`src/rtl/mct_pkg.sv`:
```
package mct_pkg;
  typedef enum logic {
    MODE_STD  = 1'b0,
    MODE_FAST = 1'b1
  } mode_e;
endpackage

```
`src/rtl/mct_prescale.sv`:
```
module mct_prescale
  import mct_pkg::*;
(
  input  logic  clk_i,
  input  logic  rst_ni,
  input  logic  we_i,
  input  mode_e wdata_i,
  output mode_e mode_o,
  output logic  tick_o
);
  logic  half_q;
  mode_e pend_q, mode_q;

  // free-running divide-by-two phase
  always_ff @(posedge clk_i or negedge rst_ni) begin
    if (!rst_ni) half_q <= 1'b0;
    else         half_q <= ~half_q;
  end

  always_ff @(posedge clk_i or negedge rst_ni) begin
    if (!rst_ni)   pend_q <= MODE_STD;
    else if (we_i) pend_q <= wdata_i;
  end

  // mode adopted only on the divided-clock rising edge (half 0 -> 1)
  always_ff @(posedge clk_i or negedge rst_ni) begin
    if (!rst_ni)      mode_q <= MODE_STD;
    else if (!half_q) mode_q <= pend_q;
  end

  assign mode_o = mode_q;
  assign tick_o = (mode_q == MODE_FAST) | half_q;

  assert_std_alternate_R2: assert property (@(posedge clk_i) disable iff (!rst_ni)
    (mode_q == MODE_STD && tick_o) |=> (!tick_o || mode_q == MODE_FAST));

  assert_switch_on_rise_R6: assert property (@(posedge clk_i) disable iff (!rst_ni)
    (mode_q != $past(mode_q)) |-> half_q);

  assert_no_double_gap_R8: assert property (@(posedge clk_i) disable iff (!rst_ni)
    !tick_o |=> tick_o);

  assert_pending_held_R7: assert property (@(posedge clk_i) disable iff (!rst_ni)
    half_q |=> $stable(mode_q));
endmodule

```
`src/rtl/mct_phase.sv`:
```
module mct_phase #(
  parameter int unsigned NUM_STATES = 6,
  localparam int unsigned STATE_W   = $clog2(NUM_STATES)
) (
  input  logic               clk_i,
  input  logic               rst_ni,
  input  logic               tick_i,
  output logic [STATE_W-1:0] state_o,
  output logic               cycle_end_o
);
  localparam logic [STATE_W-1:0] LastState = STATE_W'(NUM_STATES - 1);

  logic [STATE_W-1:0] state_q;
  logic               at_last;

  assign at_last = (state_q == LastState);

  always_ff @(posedge clk_i or negedge rst_ni) begin
    if (!rst_ni)      state_q <= '0;
    else if (tick_i)  state_q <= at_last ? '0 : state_q + 1'b1;
  end

  assign state_o     = state_q;
  assign cycle_end_o = tick_i & at_last;

  assert_hold_idle_R4: assert property (@(posedge clk_i) disable iff (!rst_ni)
    !tick_i |=> $stable(state_q));

  assert_step_R4: assert property (@(posedge clk_i) disable iff (!rst_ni)
    (tick_i && !at_last) |=> (state_q == $past(state_q) + 1'b1));

  assert_wrap_after_end_R5: assert property (@(posedge clk_i) disable iff (!rst_ni)
    cycle_end_o |=> (state_q == '0));

  assert_state_range_R4: assert property (@(posedge clk_i) disable iff (!rst_ni)
    state_q <= LastState);
endmodule

```
`src/rtl/mcycle_timing.sv`:
```
module mcycle_timing
  import mct_pkg::*;
#(
  parameter int unsigned NUM_STATES = 6,
  localparam int unsigned STATE_W   = $clog2(NUM_STATES)
) (
  input  logic               clk_i,
  input  logic               rst_ni,
  input  logic               mode_we_i,
  input  logic               mode_wdata_i,
  output logic               mode_o,
  output logic [STATE_W-1:0] state_o,
  output logic               tick_o,
  output logic               cycle_end_o
);
  mode_e mode_eff;
  logic  tick;

  mct_prescale i_prescale (
    .clk_i   (clk_i),
    .rst_ni  (rst_ni),
    .we_i    (mode_we_i),
    .wdata_i (mode_e'(mode_wdata_i)),
    .mode_o  (mode_eff),
    .tick_o  (tick)
  );

  mct_phase #(.NUM_STATES(NUM_STATES)) i_phase (
    .clk_i       (clk_i),
    .rst_ni      (rst_ni),
    .tick_i      (tick),
    .state_o     (state_o),
    .cycle_end_o (cycle_end_o)
  );

  assign mode_o = (mode_eff == MODE_FAST);
  assign tick_o = tick;

  assert_fast_enable_R3: assert property (@(posedge clk_i) disable iff (!rst_ni)
    mode_o |-> tick_o);
endmodule

```
`config.mk`:
```
export PLATFORM = sky130hd
export DESIGN_NAME = mcycle_timing
export DESIGN_NICKNAME = d
export VERILOG_FILES = /design/src/rtl/mct_pkg.sv /design/src/rtl/mct_prescale.sv /design/src/rtl/mct_phase.sv /design/src/rtl/mcycle_timing.sv
export SDC_FILE = /design/constraint.sdc
export NUM_CORES = 1
export LEC_CHECK = 0
export CORE_AREA = 2 2 39 41
export DETAILED_ROUTE_END_ITERATION = 7
export DIE_AREA = 0 0 41 43
export GPL_TIMING_DRIVEN = 1
export HOLD_SLACK_MARGIN = 0.08
export SETUP_SLACK_MARGIN = 0.15
export SYNTH_ARGS = -nofsm -noshare
export SYNTH_HDL_FRONTEND = slang
export SYNTH_SLANG_ARGS = --single-unit
export TNS_END_PERCENT = 30
```
`constraint.sdc`:
```
create_clock -name clk_i -period 1.4 [get_ports clk_i]
set_input_delay 0.21 -clock clk_i [delete_from_list [all_inputs] [get_ports clk_i]]
set_output_delay 0.21 -clock clk_i [all_outputs]
set_load 0.02 [all_outputs]
```
======== Yosys cells after proc, flatten, opt, wreduce, memory -nomap -nowiden ========
Cells that the tools add are included.
operators by class
  $add $sub $neg .......................... 1
  $mul .................................... 0
  divide/modulo/power cells ............... 0
  $lt $le $gt $ge ......................... 0
  equality and inequality tests ........... 1
  shift operators ......................... 0
  multiplexer cells ....................... 1
  bitwise operators ....................... 3
  reduce and logical (&&, ||, !) cells .... 0
operators by type and width
  cell                                         count
  adder 3 x 1 -> 3 bit, second input constant  1
  equality test 3 bit, second input constant   1
  two-way mux 3 bit                            1
  AND 1 bit                                    1
  inverter 1 bit                               1
  bitwise OR 1 bit                             1
storage, ports and cells
  register bits after elaboration ......... 6
  latch bits .............................. 0
  bits in writable memories ............... 0
  ROM bits ................................ 0
  bits of input ports ..................... 4
  output and inout bits ................... 6
  word-level logic and storage cells ...... 10
  memories kept ........................... 0

======== Longest topological paths before layout ========
Gate-level depths: netlist of the first run.
  word-level depth ........................ 2
  depth in mapped cells ................... 2
  mapped depth without buffers ............ 2

======== Cells and area by module ========
From an unflattened synthesis of the first run, not the netlist that was laid out.
second synthesis, totals
  cells, all modules ...................... 17
  area, all modules ....................... 249.0 um2
modules (own cells, without submodules)
  module        instances  cells each  area an instance (um2)  seq. area each (um2)
  mct_phase     1          10          137.6                   75.1
  mct_prescale  1          7           111.4                   75.1

======== Worst setup path before layout of the first run ========
No wires, ideal clock.
  kind .................................... register -> output
  from .................................... register i_phase.state_q[0] (netlist: i_phase.state_o[0])
  to ...................................... output port cycle_end_o
  arrival ................................. 1141 ps
  required time ........................... 1190 ps
  slack ................................... 49 ps
  stages on the path, launching flop included .. 3
  buffers on the path ..................... 0
  cell sequence ........................... dfrtp_1 o21ai_2 nor3b_1
between the ends
  word-level cells in the longest chain between the ends .. 2
ends and longest elaborated chain
  item                      RTL line             text
  start: declaration        mct_phase.sv:13      logic [STATE_W-1:0] state_q;
  start signal: assignment  mct_phase.sv:20      else if (tick_i) state_q <= at_last ? '0 : state_q + 1'b1;
  equality test 3 bit       mct_phase.sv:16      assign at_last = (state_q == LastState);
  AND 1 bit                 mct_phase.sv:24      assign cycle_end_o = tick_i & at_last;
  end: declaration          mcycle_timing.sv:14  output logic cycle_end_o
Every way passes these cells.

======== Worst setup path after layout of the first run ========
  from .................................... register i_prescale.mode_q (netlist: i_prescale.mode_o)
  to ...................................... output port mode_o
RTL lines
  item                      RTL line             text
  start: declaration        mct_prescale.sv:12   mode_e pend_q, mode_q;
  start signal: assignment  mct_prescale.sv:28   else if (!half_q) mode_q <= pend_q;
  end: declaration          mcycle_timing.sv:11  output logic mode_o,
No word-level cell between the ends.

==> results.sh, run 1 <==
export IMPL_outcome="finished clean"
export IMPL_cts_inserted_buffers=3
export IMPL_start_kind="flop"
export IMPL_cts_tree="built"
export IMPL_synth_cell_types=10
export IMPL_grtUsageTotal_pct=9.21
export IMPL_grt_pass1_wl_mm=1.01
export IMPL_synthTopCellsByCount="dfrtp_1 (6), mux2_1 (2), mux2_2 (2)"
export IMPL_io_pins=10
export IMPL_fill_cells=145
export IMPL_die_area_um2=1760
export IMPL_row_count=14
export IMPL_slew_headroom_pct=81.0
export IMPL_synth_seq_area_share_pct=62.2
export IMPL_grt_pass1_vias=239
export IMPL_power_density_nw_per_um2=1830
export IMPL_gr_total_overflow=0
export IMPL_die_y_um=43
export IMPL_peakVddDrop_mv=0.476
export IMPL_skew_ps=0.605
export IMPL_drcViolationCount=0
export IMPL_avgSynthCellArea_um2=14.2
export IMPL_synth_top_cell_area_share_pct=62.2
export IMPL_fin_ws_ps=140
export IMPL_totalWireLength_um=539
export IMPL_synth_ff_type="dfrtp_1"
export IMPL_critPathKind="flop to primary output"
export IMPL_antenna_left=0
export IMPL_maxCapViolations=0
export IMPL_crit_fanout=3
export IMPL_dp_cells=49
export IMPL_ys_ff_latch=6
export IMPL_initial_core_util_pct=17.5
export IMPL_yosysMostFrequentCell="dfrtp_1"
export IMPL_globalplace_congestion=0.676
export IMPL_period_share_pct=90.0
export IMPL_cts_sinks=6
export IMPL_ctsLongestPathBuffers=2
export IMPL_tightest_slew_ps=284
export IMPL_yosys_area_top_type="dfrtp_1"
export IMPL_worstSkewPairLatency_ps=240
export IMPL_grt_max_degree=7
export IMPL_drive_gt1_share_pct=48.6
export IMPL_synth_nets=21
export IMPL_path_clk_slew_ps=40
export IMPL_end_kind="primary output"
export IMPL_htree_levels=1
export IMPL_drtIter0Drc=1
export IMPL_setup_viol=0
export IMPL_core_area_um2=1380
export IMPL_synthCells=17
export IMPL_hp_class="input pin to async pin"
export IMPL_cp_required_ps=1190
export IMPL_period_needed_ps=1260
export IMPL_final_max_slew_viol_count=0
export IMPL_final_hold_violation_count=0
export IMPL_antenna_found_initial=0
export IMPL_root_buffer="clkbuf_4"
export IMPL_synthArstFlopShare_pct=100
export IMPL_fin_setup_tns_ps=0
export IMPL_portBuffers=9
export IMPL_firstDrtPassIters=2
export IMPL_via_per_inst=3.77
export IMPL_syn_area_um2=241
export IMPL_place_ws_ps=-75.3
export IMPL_n_antenna_cell=0
export IMPL_critPathArrivalTime_ps=1050
export IMPL_layout_cells_non_filler=53
export IMPL_p_leak_nw=0.201
export IMPL_rsz0062_at_grt="yes"
export IMPL_fmax_ghz=0.793
export IMPL_syn_to_final_growth_pct=76.7
export IMPL_wl_per_cell_um=10.2
export IMPL_synth_area_leaders="dfrtp_1 (62%), mux2_1 (9.3%), mux2_2 (9.3%)"
export IMPL_synth_edf_count=0
export IMPL_ys_warn_count=0
export IMPL_reg2reg_slack_ps=270
export IMPL_finalNetCount=43
export IMPL_vias=200
export IMPL_die_w_um=41
## worst max-delay path, cell delays in order, from the launching register on
cell and delay (ps):
dfrtp_1 400, buf_4 140, clkdlybuf4s15_1 270
## timing repair
action	CTS	global route
pin swaps	0	0
cloned	0	0
hold buffers	0	0
setup buffers	0	1
gates resized for setup	17	1
setup endpoints to repair	6	6
## power by group
| part | switching, mW | total (mW) | leakage [nW] | internal (mW) |
|---|---|---|---|---|
| clock | 0.0588 | 0.155 | 0.0138 | 0.0967 |
| combinational | 0.174 | 0.373 | 0.118 | 0.199 |
| sequential | 0.0303 | 0.254 | 0.0691 | 0.223 |
## final timing paths
path | start | endpoint | depth (start not counted)
worst max-delay path | i_prescale.mode_o$_DFFE_PN0N_ | mode_o | 2
worst min-delay path | rst_ni | i_phase.state_o[1]$_DFFE_PN0P_ | 1
worst max register to register | i_prescale.half_q$_DFF_PN0_ | i_phase.state_o[1]$_DFFE_PN0P_ | 3
worst min register to register | i_prescale.pend_q$_DFFE_PN0P_ | i_prescale.pend_q$_DFFE_PN0P_ | 1
max in group asynchronous | rst_ni | i_prescale.half_q$_DFF_PN0_ | 1
min in group clk_i | i_prescale.pend_q$_DFFE_PN0P_ | i_prescale.pend_q$_DFFE_PN0P_ | 1
## metal layers
| layer | vias to the layer above | wire [um] | GRT usage (%) |
|---|---|---|---|
| li1 | 98 | - | - |
| met1 | 93 | 201 | 9.24 |
| met2 | 9 | 286 | 13.1 |
| met3 | 0 | 51 | 4.71 |
| met4 | 0 | 0 | 8.00 |
| met5 | - | 0 | 0 |
## cell usage in the layout, fill, tap and decap left out
master / count
mux2_1: 2
inv_1: 1
o21ai_2: 1
buf_2: 1
buf_4: 9
nor2_1: 1
clkdlybuf4s50_1: 3
clkdlybuf4s15_1: 3
mux2_2: 2
and2b_1: 1
xor2_1: 1
clkbuf_4: 3
or2_1: 1
dfrtp_1: 6
nor3b_2: 1
clkbuf_2: 1
## kinds of logic (layout without fill, tap and decap cells)
group	after synthesis	after routing	share of synthesized area (%)
xor gates and xnor gates	1	1	3.63
buffers and inverters	1	21	1.55
AOI/OAI and AO/OA	1	1	3.63
DFF	6	6	62.2
and+or+nand+nor	4	4	10.4
muxes	4	4	18.7
## per-stage QoR
stage | util [%] | area, um^2 | power [mW] | hold WS [ps]
2_1_floorplan | - | 246 | 0.434 | -85.6
6_report | 30.8 | 427 | 0.782 | 216
3_3_place_gp | 29.6 | 409 | 0.645 | 461
5_1_grt | 30.8 | 427 | 0.852 | 231
4_1_cts | 30.7 | 424 | 0.807 | 222
3_5_place_dp | 29.6 | 409 | 0.670 | 481
## sequential cells by signal (all words and copies together), names as in the netlist
signal / count
i_phase.state_o: 3
i_prescale.half_q: 1
i_prescale.mode_o: 1
i_prescale.pend_q: 1
## final cells by class
cell class	count	area (um^2)	share of cell area (%)
clock buffers	3	22.5	5.28
flip-flops and latches	6	150	35.2
repair buffers	17	138	32.3
inverters	1	3.75	0.880
well taps	16	20.0	4.69
multi-input cells	10	92.6	21.7
No activity file was read; power rests on OpenSTA's default activity.
==> inputs of run 2 (changes only) <==
--- a/config.mk
+++ b/config.mk
@@ -9,7 +9,6 @@
 export DETAILED_ROUTE_END_ITERATION = 7
 export DIE_AREA = 0 0 41 43
 export GPL_TIMING_DRIVEN = 1
-export HOLD_SLACK_MARGIN = 0.08
 export SETUP_SLACK_MARGIN = 0.15
 export SYNTH_ARGS = -nofsm -noshare
 export SYNTH_HDL_FRONTEND = slang
==> results of run 2 <==
Same layout as run 1: the final DEF is identical, and so are final timing and power.
==> inputs of run 3 (changes only) <==
--- a/config.mk
+++ b/config.mk
@@ -12,5 +12,6 @@
 export SETUP_SLACK_MARGIN = 0.15
 export SYNTH_ARGS = -nofsm -noshare
 export SYNTH_HDL_FRONTEND = slang
+export SYNTH_HIERARCHICAL = 1
 export SYNTH_SLANG_ARGS = --single-unit
 export TNS_END_PERCENT = 30
==> run 3 against run 2 <==
Non-clock buffer count stayed put. Register-to-register slack got worse by 200 ps. Clock-buffer cell count up 1. Routed wire length is 10% higher. Flip-flop and latch count stayed put. Worst setup slack worse by 97 ps. Worst hold slack worse by 14 ps. First-iteration DRC count unchanged. Highest routed layer is now met4. Largest cell class unchanged. Die area did not move. Clock power up 17%. Via count rose by 3.0%.
==> results.sh, run 3 <==
export IMPL_via_per_inst=3.81
export IMPL_synth_area_leaders="dfrtp_1 (60%), mux2_4 (18%), mux2_2 (4.5%)"
export IMPL_synth_edf_count=0
export IMPL_io_pins=10
export IMPL_final_cell_mix="buf_4 (7), dfrtp_1 (5), clkbuf_2 (4)"
export IMPL_met3WireLength_um=69
export IMPL_r2r_start="i_prescale/mode_o$_DFFE_PN0N_"
export IMPL_die_y_um=43
export IMPL_vias=206
export IMPL_critPathArrivalTime_ps=1150
export IMPL_place_area_um2=424
export IMPL_final_max_slew_viol_count=0
export IMPL_gr_total_overflow=0
export IMPL_drtIter0Drc=1
export IMPL_final_hold_violation_count=0
export IMPL_dp_hpwl_um=416
export IMPL_syn_to_final_growth_pct=78.9
export IMPL_layout_commonest_cell="buf_4"
export IMPL_ctsLongestPathBuffers=2
export IMPL_worstSkewPairLatency_ps=250
export IMPL_synth_cell_types=10
export IMPL_die_w_um=41
export IMPL_finalNetCount=43
export IMPL_setup_viol=0
export IMPL_cts_tree="built"
export IMPL_reg2reg_slack_ps=70
export IMPL_final_cell_area_um2=445
export IMPL_skew_ps=6.77
export IMPL_yosysMostFrequentCell="dfrtp_1"
export IMPL_antenna_left=0
export IMPL_core_area_um2=1380
export IMPL_ys_ff_latch=6
export IMPL_synth_top_cell_area_share_pct=60.3
export IMPL_ys_warn_count=6
export IMPL_largest_reg_flops=3
export IMPL_root_buffer="clkbuf_4"
export IMPL_die_area_um2=1760
export IMPL_tightest_slew_ps=294
export IMPL_p_leak_nw=0.220
export IMPL_cts_sinks=6
export IMPL_globalplace_congestion=0.600
export IMPL_n_antenna_cell=0
export IMPL_met1Wirelength_um=220
export IMPL_wl_per_cell_um=11.0
export IMPL_totalWireLength_um=593
export IMPL_layout_cells_non_filler=54
export IMPL_grt_max_degree=7
export IMPL_synth_nets=21
export IMPL_r2r_cells=5
export IMPL_crit_fanout=3
export IMPL_period_share_pct=96.9
export IMPL_cts_hold_buffers_added=0
export IMPL_synthTopCellsByCount="dfrtp_1 (6), mux2_4 (3)"
export IMPL_outcome="finished clean"
export IMPL_avgSynthCellArea_um2=14.6
export IMPL_fill_cells=149
export IMPL_initial_core_util_pct=18.0
export IMPL_wl_met2_um=280
export IMPL_peakVddDrop_mv=0.399
export IMPL_slew_headroom_pct=80.3
export IMPL_grtUsageTotal_pct=9.52
export IMPL_synthCells=17
export IMPL_htree_levels=1
export IMPL_syn_area_um2=249
export IMPL_power_density_nw_per_um2=2040
export IMPL_cp_required_ps=1190
export IMPL_synthArstFlopShare_pct=100
export IMPL_synth_seq_area_share_pct=60.3
export IMPL_critPathKind="flop to primary output"
export IMPL_drcViolationCount=0
export IMPL_dp_cells=48
export IMPL_rsz0062_at_grt="yes"
export IMPL_drive_gt1_share_pct=65.8
export IMPL_grt_pass1_wl_mm=1.00
export IMPL_start_kind="flop"
export IMPL_hp_class="input pin to async pin"
export IMPL_path_clk_slew_ps=50
export IMPL_cts_inserted_buffers=3
export IMPL_fmax_ghz=0.737
export IMPL_row_count=14
export IMPL_topRoutingLayerUsed="met4"
export IMPL_grt_pass1_vias=242
export IMPL_end_kind="primary output"
export IMPL_firstDrtPassIters=2
export IMPL_antenna_found_initial=0
export IMPL_rr_endpoint="i_phase/state_o[1]$_DFFE_PN0P_"
export IMPL_period_needed_ps=1360
export IMPL_synth_ff_type="dfrtp_1"
export IMPL_yosys_area_top_type="dfrtp_1"
export IMPL_maxCapViolations=0
export IMPL_portBuffers=9
run 3: cell count changes in the layout (fill, tap and decap cells not counted), sizes merged:
cell,before,now
o21ai,1,0
clkdlybuf4s15,3,0
nor2b,0,1
clkbuf,4,8
and2b,1,0
nand2,0,1
run 3: how the worst max path moves through the flow:
stage,startpoint,end,slack (ps),cells after the start
final,i_prescale/mode_o$_DFFE_PN0N_,cycle_end_o,40,4
after global routing,i_prescale/mode_o$_DFFE_PN0N_,cycle_end_o,-0.7,4
after CTS,i_prescale/mode_o$_DFFE_PN0N_,cycle_end_o,8,4
after detailed placement,i_prescale/half_q$_DFF_PN0_,cycle_end_o,-130,4
after global placement,i_prescale/half_q$_DFF_PN0_,cycle_end_o,-110,4
after floorplan,i_prescale/mode_o$_DFFE_PN0N_,i_phase/state_o[1]$_DFFE_PN0P_,150,3
run 3: layout make-up:
cell class	instances	area, um^2	share of cell area [%]
flip-flops and latches	6	151	34.0
repair buffers	17	130	29.2
multi-input cells	10	114	25.6
clock buffers	4	26.3	5.90
well taps	16	20.0	4.49
inverters	1	3.75	0.843
run 3: cell families after synthesis:
group	synth area share (%)
XOR/XNOR	3.52
multiplexers	22.6
buffers and inverters	1.51
flip-flops	60.3
AND/OR/NAND/NOR	12.1
run 3: power breakdown:
group	leakage [nW]	switching (mW)	internal (mW)	total, mW
clock	0.0150	0.0732	0.109	0.182
sequential	0.0681	0.0438	0.224	0.268
combinational	0.137	0.194	0.267	0.461
run 3: layer usage:
metal	GRT usage, %	up-vias
met5	0	-
met4	10.0	0
met3	4.71	2
met2	13.8	13
met1	8.61	94
li1	-	97
run 3: timing repair:
| item | 4_1_cts | 5_1_grt |
|---|---|---|
| endpoints found under the setup margin | 8 | 8 |
| gates cloned | 0 | 0 |
| setup buffers | 1 | 1 |
| resized for setup | 14 | 9 |
| pin swaps | 3 | 1 |
run 3: metrics by stage:
stage	TNS (ps)	hold WS [ps]	power (mW)	worst slack [ps]	utilization (%)
after detailed placement	-130	478	0.736	-130	30.7
final	0	203	0.911	42.8	32.2
after floorplan	0	-85.6	0.505	152	-
after CTS	0	208	0.924	7.70	32.5
after global placement	-106	460	0.719	-106	30.7
after global routing	-0.691	225	0.976	-0.691	32.2
run 3: critical path, stage by stage (launching register included):
cell and delay, ps:
dfrtp_2 400, or2_4 250, nand2_4 70, nor3b_4 40, buf_6 120
